===== src/rtl/ecf_pkg.sv =====
package ecf_pkg;

   localparam int ECF_MIN_PORTS = 2;
   localparam int ECF_MAX_PORTS = 16;

   typedef enum logic [1:0] {
      SRC_NONE        = 2'd0,
      SRC_EMPTY_COL   = 2'd1,
      SRC_ROUND_ROBIN = 2'd2
   } grant_src_e;

endpackage


===== src/rtl/ecf_col_scan.sv =====
module ecf_col_scan #(
   parameter int NPORT = 4
) (
   input  logic [NPORT*NPORT-1:0] xp_occupied,
   output logic [NPORT-1:0]       col_empty
);

   for (genvar c = 0; c < NPORT; c++) begin : g_col
      logic [NPORT-1:0] col_bits;
      for (genvar r = 0; r < NPORT; r++) begin : g_row
         assign col_bits[r] = xp_occupied[r*NPORT + c];
      end
      assign col_empty[c] = ~|col_bits;
   end

endmodule


===== src/rtl/ecf_rr_pick.sv =====
module ecf_rr_pick #(
   parameter int NPORT = 4,
   localparam int PW = $clog2(NPORT)
) (
   input  logic [NPORT-1:0] req,
   input  logic [PW-1:0]    start,
   output logic             hit,
   output logic [PW-1:0]    idx
);

   always_comb begin
      hit = 1'b0;
      idx = '0;
      for (int k = 0; k < NPORT; k++) begin
         int cand;
         cand = int'(start) + k;
         if (cand >= NPORT) cand = cand - NPORT;
         if (!hit && req[cand]) begin
            hit = 1'b1;
            idx = PW'(cand);
         end
      end
   end

endmodule


===== src/rtl/ecf_input_arbiter.sv =====
module ecf_input_arbiter
   import ecf_pkg::*;
#(
   parameter int NPORT     = 4,
   parameter bit REMOVE_EN = 1'b1
) (
   input  logic                   clk,
   input  logic                   rst_n,
   input  logic [NPORT-1:0]       voq_nonempty,
   input  logic [NPORT-1:0]       own_full,
   input  logic [NPORT*NPORT-1:0] xp_occupied,
   output logic [NPORT-1:0]       grant,
   output logic                   grant_valid,
   output logic [NPORT-1:0]       remove_req
);

   localparam int PW = $clog2(NPORT);
   localparam logic [PW-1:0] LAST = PW'(NPORT - 1);

   if (NPORT < ECF_MIN_PORTS || NPORT > ECF_MAX_PORTS) begin : g_bad_nport
      $error("ecf_input_arbiter: NPORT out of supported range");
   end

   logic [NPORT-1:0] eligible;
   logic [NPORT-1:0] col_empty;
   logic [NPORT-1:0] ecf_req;
   logic             ecf_hit, rr_hit;
   logic [PW-1:0]    ecf_idx, rr_idx;
   logic [PW-1:0]    ptr_q, ptr_d;
   logic [PW-1:0]    sel_idx;
   logic [NPORT-1:0] sel_onehot;
   logic [NPORT-1:0] rm_d;
   grant_src_e       src;

   assign eligible = voq_nonempty & ~own_full;
   assign ecf_req  = eligible & col_empty;

   ecf_col_scan #(.NPORT(NPORT)) i_col_scan (
      .xp_occupied (xp_occupied),
      .col_empty   (col_empty)
   );

   ecf_rr_pick #(.NPORT(NPORT)) i_pick_empty (
      .req   (ecf_req),
      .start (ptr_q),
      .hit   (ecf_hit),
      .idx   (ecf_idx)
   );

   ecf_rr_pick #(.NPORT(NPORT)) i_pick_rr (
      .req   (eligible),
      .start (ptr_q),
      .hit   (rr_hit),
      .idx   (rr_idx)
   );

   always_comb begin
      if (ecf_hit)     src = SRC_EMPTY_COL;
      else if (rr_hit) src = SRC_ROUND_ROBIN;
      else             src = SRC_NONE;
   end

   assign sel_idx    = ecf_hit ? ecf_idx : rr_idx;
   assign sel_onehot = (src == SRC_NONE) ? '0 : (NPORT'(1) << sel_idx);

   always_comb begin
      ptr_d = ptr_q;
      if (src == SRC_ROUND_ROBIN) begin
         ptr_d = (rr_idx == LAST) ? '0 : rr_idx + PW'(1);
      end
   end

   if (REMOVE_EN) begin : g_remove
      assign rm_d = (src == SRC_ROUND_ROBIN) ? sel_onehot : '0;
   end else begin : g_no_remove
      assign rm_d = '0;
   end

   always_ff @(posedge clk) begin
      if (!rst_n) begin
         ptr_q       <= '0;
         grant       <= '0;
         grant_valid <= 1'b0;
         remove_req  <= '0;
      end else begin
         ptr_q       <= ptr_d;
         grant       <= sel_onehot;
         grant_valid <= (src != SRC_NONE);
         remove_req  <= rm_d;
      end
   end

   // at most one output granted
   p_onehot_r8: assert property (@(posedge clk) disable iff (!rst_n)
      $onehot0(grant));

   // valid strobe agrees with grant vector
   p_valid_match_r8: assert property (@(posedge clk) disable iff (!rst_n)
      grant_valid == (|grant));

   // grant only to an output that was eligible one slot earlier
   p_eligible_r1: assert property (@(posedge clk) disable iff (!rst_n)
      rst_n |=> ((grant & ~$past(eligible)) == '0));

   // an empty eligible column takes precedence
   p_empty_pref_r2: assert property (@(posedge clk) disable iff (!rst_n)
      (|ecf_req) |=> ((grant & $past(ecf_req)) != '0));

   // nothing eligible gives no grant
   p_idle_r7: assert property (@(posedge clk) disable iff (!rst_n)
      (eligible == '0) |=> !grant_valid);

   // pointer holds unless the fallback granted
   p_ptr_hold_r6: assert property (@(posedge clk) disable iff (!rst_n)
      (src != SRC_ROUND_ROBIN) |=> $stable(ptr_q));

   // remove-request only toward the granted output
   p_remove_r9: assert property (@(posedge clk) disable iff (!rst_n)
      (remove_req != '0) |-> (remove_req == grant));

   // pointer stays inside the port range
   p_ptr_range_r5: assert property (@(posedge clk) disable iff (!rst_n)
      int'(ptr_q) < NPORT);

endmodule


===== config.mk =====
export PLATFORM = sky130hd
export DESIGN_NAME = ecf_input_arbiter
export DESIGN_NICKNAME = d
export VERILOG_FILES = /design/src/rtl/ecf_pkg.sv /design/src/rtl/ecf_col_scan.sv /design/src/rtl/ecf_rr_pick.sv /design/src/rtl/ecf_input_arbiter.sv
export SDC_FILE = /design/constraint.sdc
export NUM_CORES = 1
export LEC_CHECK = 0
export BUFFER_PORTS_ARGS = -buffer_cell sky130_fd_sc_hd__buf_2
export CAP_MARGIN = 20
export CORE_AREA = 8 8 50 52
export DETAILED_ROUTE_END_ITERATION = 8
export DIE_AREA = 0 0 58 60
export PLACE_DENSITY = 0.73
export SYNTH_ARGS = -nofsm -noshare
export SYNTH_HDL_FRONTEND = slang
export SYNTH_SLANG_ARGS = --single-unit

===== constraint.sdc =====
create_clock -name clk -period 2.2 [get_ports clk]
set_input_delay 0.11 -clock clk [delete_from_list [all_inputs] [get_ports clk]]
set_output_delay 0.11 -clock clk [all_outputs]
set_load 0.02 [all_outputs]

==> results of run 1 <==
cells in the mapped netlist, drive strengths merged (2+ instances only):
library cell and number:
or4 3, buf 2, nand4 2, nand2b 4
a21oi 4, inv 2, o221ai 2, a211oi 2
nand2 7, nor2 11, dfxtp 11, nor2b 3
nor4 2, or2b 2, nor3b 2
worst min path at each step:
stage | endpoint | cells after the start | slack, ns | from
2_1_floorplan | remove_req[1] | 2 | 0.22 | rst_n
3_5_place_dp | remove_req[1] | 3 | 0.37 | rst_n
6_report | remove_req[1] | 3 | 0.09 | rst_n
5_1_grt | remove_req[1] | 3 | 0.11 | rst_n
4_1_cts | remove_req[1] | 3 | 0.09 | rst_n
3_3_place_gp | remove_req[1] | 3 | 0.37 | rst_n
sequential cells by signal, indices dropped and copies added (netlist names):
register     count
remove_req       4
grant_valid      1
ptr_q            2
grant            4
metrics by stage:
step / hold slack (ns) / cells / worst slack [ns] / total power, mW
floorplan: 0.224 / 75 / 0.637 / 0.350
global placement: 0.366 / 126 / 0.487 / 0.406
detailed placement: 0.366 / 126 / 0.424 / 0.411
CTS: 0.0909 / 130 / 0.425 / 0.538
global route: 0.114 / 130 / 0.266 / 0.569
finish: 0.0926 / 130 / 0.400 / 0.538
area by class of cell:
cell class	instances	area (µm²)	share of cell area
multi-input combinational	60	469	0.508
sequential	11	220	0.238
timing repair buffer	35	178	0.192
clock buffer	4	26.3	0.0285
tap	18	22.5	0.0244
inverter	2	7.51	0.00813
worst reg2reg max path, delay by kind of cell, from the launching register on:
family	cells	cell delay (ns)
and+or+nand+nor	4	0.94
DFF	1	0.42
AOI/OAI and AO/OA	2	0.34
power groups by stage:
stage | Sequential (mW) | Combinational, mW | Clock (mW)
after detailed placement | 0.246 | 0.165 | 0
after global routing | 0.245 | 0.184 | 0.141
final | 0.243 | 0.165 | 0.130
after global placement | 0.245 | 0.161 | 0
after CTS | 0.242 | 0.166 | 0.131
after floorplan | 0.248 | 0.102 | 0
cell families after synthesis:
logic type | count (synthesis) | synth area share
flip-flops | 11 | 0.312
XOR/XNOR | 1 | 0.0124
AO/OA/AOI/OAI | 19 | 0.242
buffers and inverters | 4 | 0.0248
AND/OR/NAND/NOR | 40 | 0.409
routing by layer:
metal	vias to the layer above	wire [µm]	track usage
li1	350	-	-
met1	316	750	0.110
met2	33	790	0.174
met3	2	144	0.0323
met4	0	4	0.0524
met5	-	0	0
==> run metrics, run 1 <==
clk sinks=11; Seq/Total Area, Yosys=0.312; worst setup path start=ptr_q[1]; CTS tree=done; Max Slew Vio Count=0; ys flop type=dfxtp_1; Worst setup EP type=register; Required @ worst endpoint=2.35 ns; IO Pins=35; Worst Reg-to-Reg Cells=6; critical path type=reg2reg; clock power share=0.242; Core ar.=1800 µm²; post-synthesis average cell area=9.43 µm²; crit path DAT=1.95 ns; GP Congestion=0.852; global-route wire length before repair=2870 µm; Hold Vio Cnt, Final=0; Filler cells=171; PD cells=582 nW/µm²; largest net degree at the start of global routing=12; buffer depth of the longest clock path=2; most frequent cells in the layout=34 x buf_2, 11 x dfxtp_1, 9 x nor2_1; Synth area leader=dfxtp_1; Die Area=3480 µm²; Worst path slowest cell=or4_1; P_int=0.366 mW; commonest non-fill, non-tap cell in the layout=buf_2; Slew headroom=0.720; Logic pwr share=0.307; Worst path max stage delay=0.53 ns; area delta synth->final=30.6%; worst r2r dst=grant[1]; post-synth net total=101; Clock transition at path regs=0.07 ns; initial antenna violation count=0; GRT Total Usage=0.102; number of synthesized flops with an enable pin=0; CP delay by family, top=simple AND/OR/NAND/NOR gates; routed length per instance=13.0 µm; VDD IR max=0.261 mV; cell-by-cell trace of the critical path=and3b_1, o211ai_1, o221ai_1, or4_1, nand2_1, nor2_1; status=finished, final reports clean; layout cells sized above 1=0.473; RSZ-0062 raised after global routing=false; Seq cells post-synth=11; Port-buffer cells=34; largest cells by area after synthesis=dfxtp_1 31%, nor2_1 4.8%, nand2_1 3.7%; Finished Cell Area=923 µm²; Sequential Power Share=0.451; maximum fanout along the worst path=11; Mapped Area=707 µm²; cell count after synthesis=75; Root Buffer=clkbuf_4; TNS Setup=0 ns; drc violations=0; Die Ht=60 µm; r2r setup slk=0.40 ns; # resized after CTS=0; Die Width=58 µm; Post-CTS Setup Bufs=0; post-route minimum period=1.80 ns; Worst-Margin Slew=0.419 ns; library cells used by synthesis=40; Placed Area=897 µm²; crit path capture=grant[1]; endpoints failing setup=0; FP Rows=16; CTS buffer count=3; P_sw=0.171 mW; final worst-path cycle share=0.818; top cell type's share of synthesized area=0.312; Final HPWL DP=1420 µm; Startpoint Class=register; vias in the first global route=728; asr flop ratio synth=0; DR pass1 iterations=4; switching part of the total power=0.319; via/cell ratio=5.39; ANT nets after route=0; count of warnings emitted by yosys=0; Worst Skew=0.00606 ns; Critical R2R Launch=ptr_q[1]; worst hold path type=in2reg; n_diodes=0; hold_buf cts=0; FMAX=556 MHz; utilization after layout=0.513; clk_lat worst skew=0.26 ns; worst path bufs/invs=0; Pleak=0.440 nW; via count=701; Crit path depth=6; max cap viols=0; nets@finish=139; final global-route overflow total=0; Initial Utilization=0.392; Routed WL=1690 µm; Initial DRC Count=16; # H-tree levels=1
Power figures use the tool's default switching activity.
==> run 2: changes to the inputs <==
--- a/config.mk
+++ b/config.mk
@@ -7,10 +7,10 @@
 export LEC_CHECK = 0
 export BUFFER_PORTS_ARGS = -buffer_cell sky130_fd_sc_hd__buf_2
 export CAP_MARGIN = 20
-export CORE_AREA = 8 8 50 52
+export CORE_AREA = 8 8 52 54
 export DETAILED_ROUTE_END_ITERATION = 8
-export DIE_AREA = 0 0 58 60
-export PLACE_DENSITY = 0.73
+export DIE_AREA = 0 0 60 62
+export PLACE_DENSITY = 0.7
 export SYNTH_ARGS = -nofsm -noshare
 export SYNTH_HDL_FRONTEND = slang
 export SYNTH_SLANG_ARGS = --single-unit
==> constraint.sdc (replaced) <==
create_clock -name clk -period 1.6 [get_ports clk]
set_input_delay 0.08 -clock clk [delete_from_list [all_inputs] [get_ports clk]]
set_output_delay 0.08 -clock clk [all_outputs]
set_load 0.02 [all_outputs]
==> run 2 against run 1 <==
Die area is 6.9% higher. Non-clock buffer count is 6 higher. Critical endpoint is now grant[0]. Routed wire length is 1.7% higher. Critical path depth stayed put. Combinational power is 65% higher. Sequential power is 29% higher. Final cell count is 12% higher.
==> run metrics, run 2 (synthesized netlist as in run 1, its figures left out) <==
Startpoint Class=register (unchanged); Die Width=60 µm (was 58 µm); ANT nets after route=0 (unchanged); maximum fanout along the worst path=5 (was 11); drc violations=0 (unchanged); r2r setup slk=0.08 ns (was 0.40 ns); FP Rows=16 (unchanged); most frequent cells in the layout=34 x buf_2, 11 x dfxtp_1, 9 x nor2_1 (unchanged); cell-by-cell trace of the critical path=and3b_1, o211ai_1, o221ai_2, or4_4, nand2_2, nor2_1 (was and3b_1, o211ai_1, o221ai_1, or4_1, nand2_1, nor2_1); utilization after layout=0.522 (was 0.513); Max Slew Vio Count=0 (unchanged); largest net degree at the start of global routing=11 (was 12); critical path type=reg2reg (unchanged); Root Buffer=clkbuf_4 (unchanged); Worst path slowest cell=or4_4 (was or4_1); area of the multi-input gates=482 µm² (was 469 µm²); crit path DAT=1.67 ns (was 1.95 ns); clk sinks=11 (unchanged); Port-buffer cells=34 (unchanged); Worst path max stage delay=0.47 ns (was 0.53 ns); routed length per instance=11.8 µm (was 13.0 µm); FMAX=659 MHz (was 556 MHz); Required @ worst endpoint=1.75 ns (was 2.35 ns); layout cells sized above 1=0.525 (was 0.473); commonest non-fill, non-tap cell in the layout=buf_2 (unchanged); CP delay by family, top=simple AND/OR/NAND/NOR gates (unchanged); buffer depth of the longest clock path=2 (unchanged); GRT Total Usage=0.101 (was 0.102); Filler cells=194 (was 171); Slew headroom=0.740 (was 0.720); Clock transition at path regs=0.06 ns (was 0.07 ns); worst path bufs/invs=0 (unchanged); # H-tree levels=1 (unchanged); clk_lat worst skew=0.26 ns (about the same); Die Area=3720 µm² (was 3480 µm²); Initial Utilization=0.372 (was 0.392); global-route wire length before repair=2900 µm (was 2870 µm); IO Pins=35 (unchanged); dpl ws=-0.0456 ns (was 0.424 ns); clock power share=0.230 (was 0.242); n_diodes=0 (unchanged); via/cell ratio=4.81 (was 5.39); CTS tree=done (unchanged); Core ar.=1900 µm² (was 1800 µm²); P_sw=0.238 mW (was 0.171 mW); Final Power=0.761 mW (was 0.538 mW); vias in the first global route=724 (was 728); Pleak=0.472 nW (was 0.440 nW); DR pass1 iterations=4 (unchanged); post-route minimum period=1.52 ns (was 1.80 ns); CTS buffer count=3 (unchanged); RSZ-0062 raised after global routing=false (unchanged); worst hold path type=in2reg (unchanged); PD cells=767 nW/µm² (was 582 nW/µm²); initial antenna violation count=0 (unchanged); Sequential Power Share=0.413 (was 0.451); Initial DRC Count=1 (was 16); Logic pwr share=0.357 (was 0.307); status=finished, final reports clean (unchanged); nets@finish=145 (was 139); largest registers=grant x4, remove_req x4, ptr_q x2 (unchanged); Die Ht=62 µm (was 60 µm); GP Congestion=0.830 (was 0.852); max cap viols=0 (unchanged); hold_buf cts=0 (unchanged); area delta synth->final=40.4% (was 30.6%); Worst Skew=0.00399 ns (was 0.00606 ns); final global-route overflow total=0 (unchanged); Worst setup EP type=register (unchanged); Worst-Margin Slew=0.388 ns (was 0.419 ns); final worst-path cycle share=0.948 (was 0.818); Final WS setup=0.0832 ns (was 0.400 ns); Hold Vio Cnt, Final=0 (unchanged); Routed WL=1720 µm (was 1690 µm); switching part of the total power=0.312 (was 0.319); endpoints failing setup=0 (unchanged); Final HPWL DP=1550 µm (was 1420 µm); VDD IR max=0.320 mV (was 0.261 mV); via count=697 (was 701); Sequential Area=220 µm² (unchanged); P_int=0.523 mW (was 0.366 mW); Post-CTS Setup Bufs=0 (unchanged)
[run 2: changes by cell type in the layout (fill, tap and decap cells not counted), sizes merged]
cell | before | now
buf | 35 | 41
[run 2: power groups by stage]
stage                     Sequential, mW  Clock (mW)  Combinational (mW)
after CTS                          0.315       0.183               0.269
final                              0.314       0.175               0.272
after global placement             0.320           0               0.260
after floorplan                    0.341           0               0.140
after detailed placement           0.320           0               0.266
after global routing               0.318       0.203               0.299
[run 2: layout make-up]
type                       count  area share
multi-input combinational     60       0.485
tap                           27      0.0340
inverter                       2     0.00757
timing repair buffer          41       0.224
sequential                    11       0.222
clock buffer                   4      0.0265
[run 2: worst min-delay path, cell delays in order]
cell     delay, ns
buf_2         0.12
nand2_1       0.05
nor2_1        0.04
[run 2: routing by layer]
layer  share of wire  vias to the layer above  global-route usage
met5               0                        -                   0
met4          0.0064                        0              0.0612
met3           0.074                        2              0.0247
met2            0.47                       26               0.180
met1            0.45                      304               0.105
li1                -                      365                   -
[run 2: final timing paths]
check | from | depth (start not counted) | end
worst min register to register | ptr_q[1] | 3 | ptr_q[1]
worst min-delay path | rst_n | 3 | remove_req[1]
worst max register to register | ptr_q[1] | 6 | grant[0]
worst max-delay path | ptr_q[1] | 6 | grant[0]
[run 2: through the flow]
step	hold slack [ns]	instances	TNS [ns]	instance area [µm²]
global route	0.0668	145	0	992
finish	0.0728	145	0	992
global placement	0.335	141	-0.0509	953
floorplan	0.194	75	0	707
CTS	0.0670	145	0	983
detailed placement	0.339	141	-0.162	953
[run 2: what timing repair did]
action                     in CTS  in global routing
setup endpoints to repair       2                  2
gates resized for setup         1                  2
cloned                          0                  0
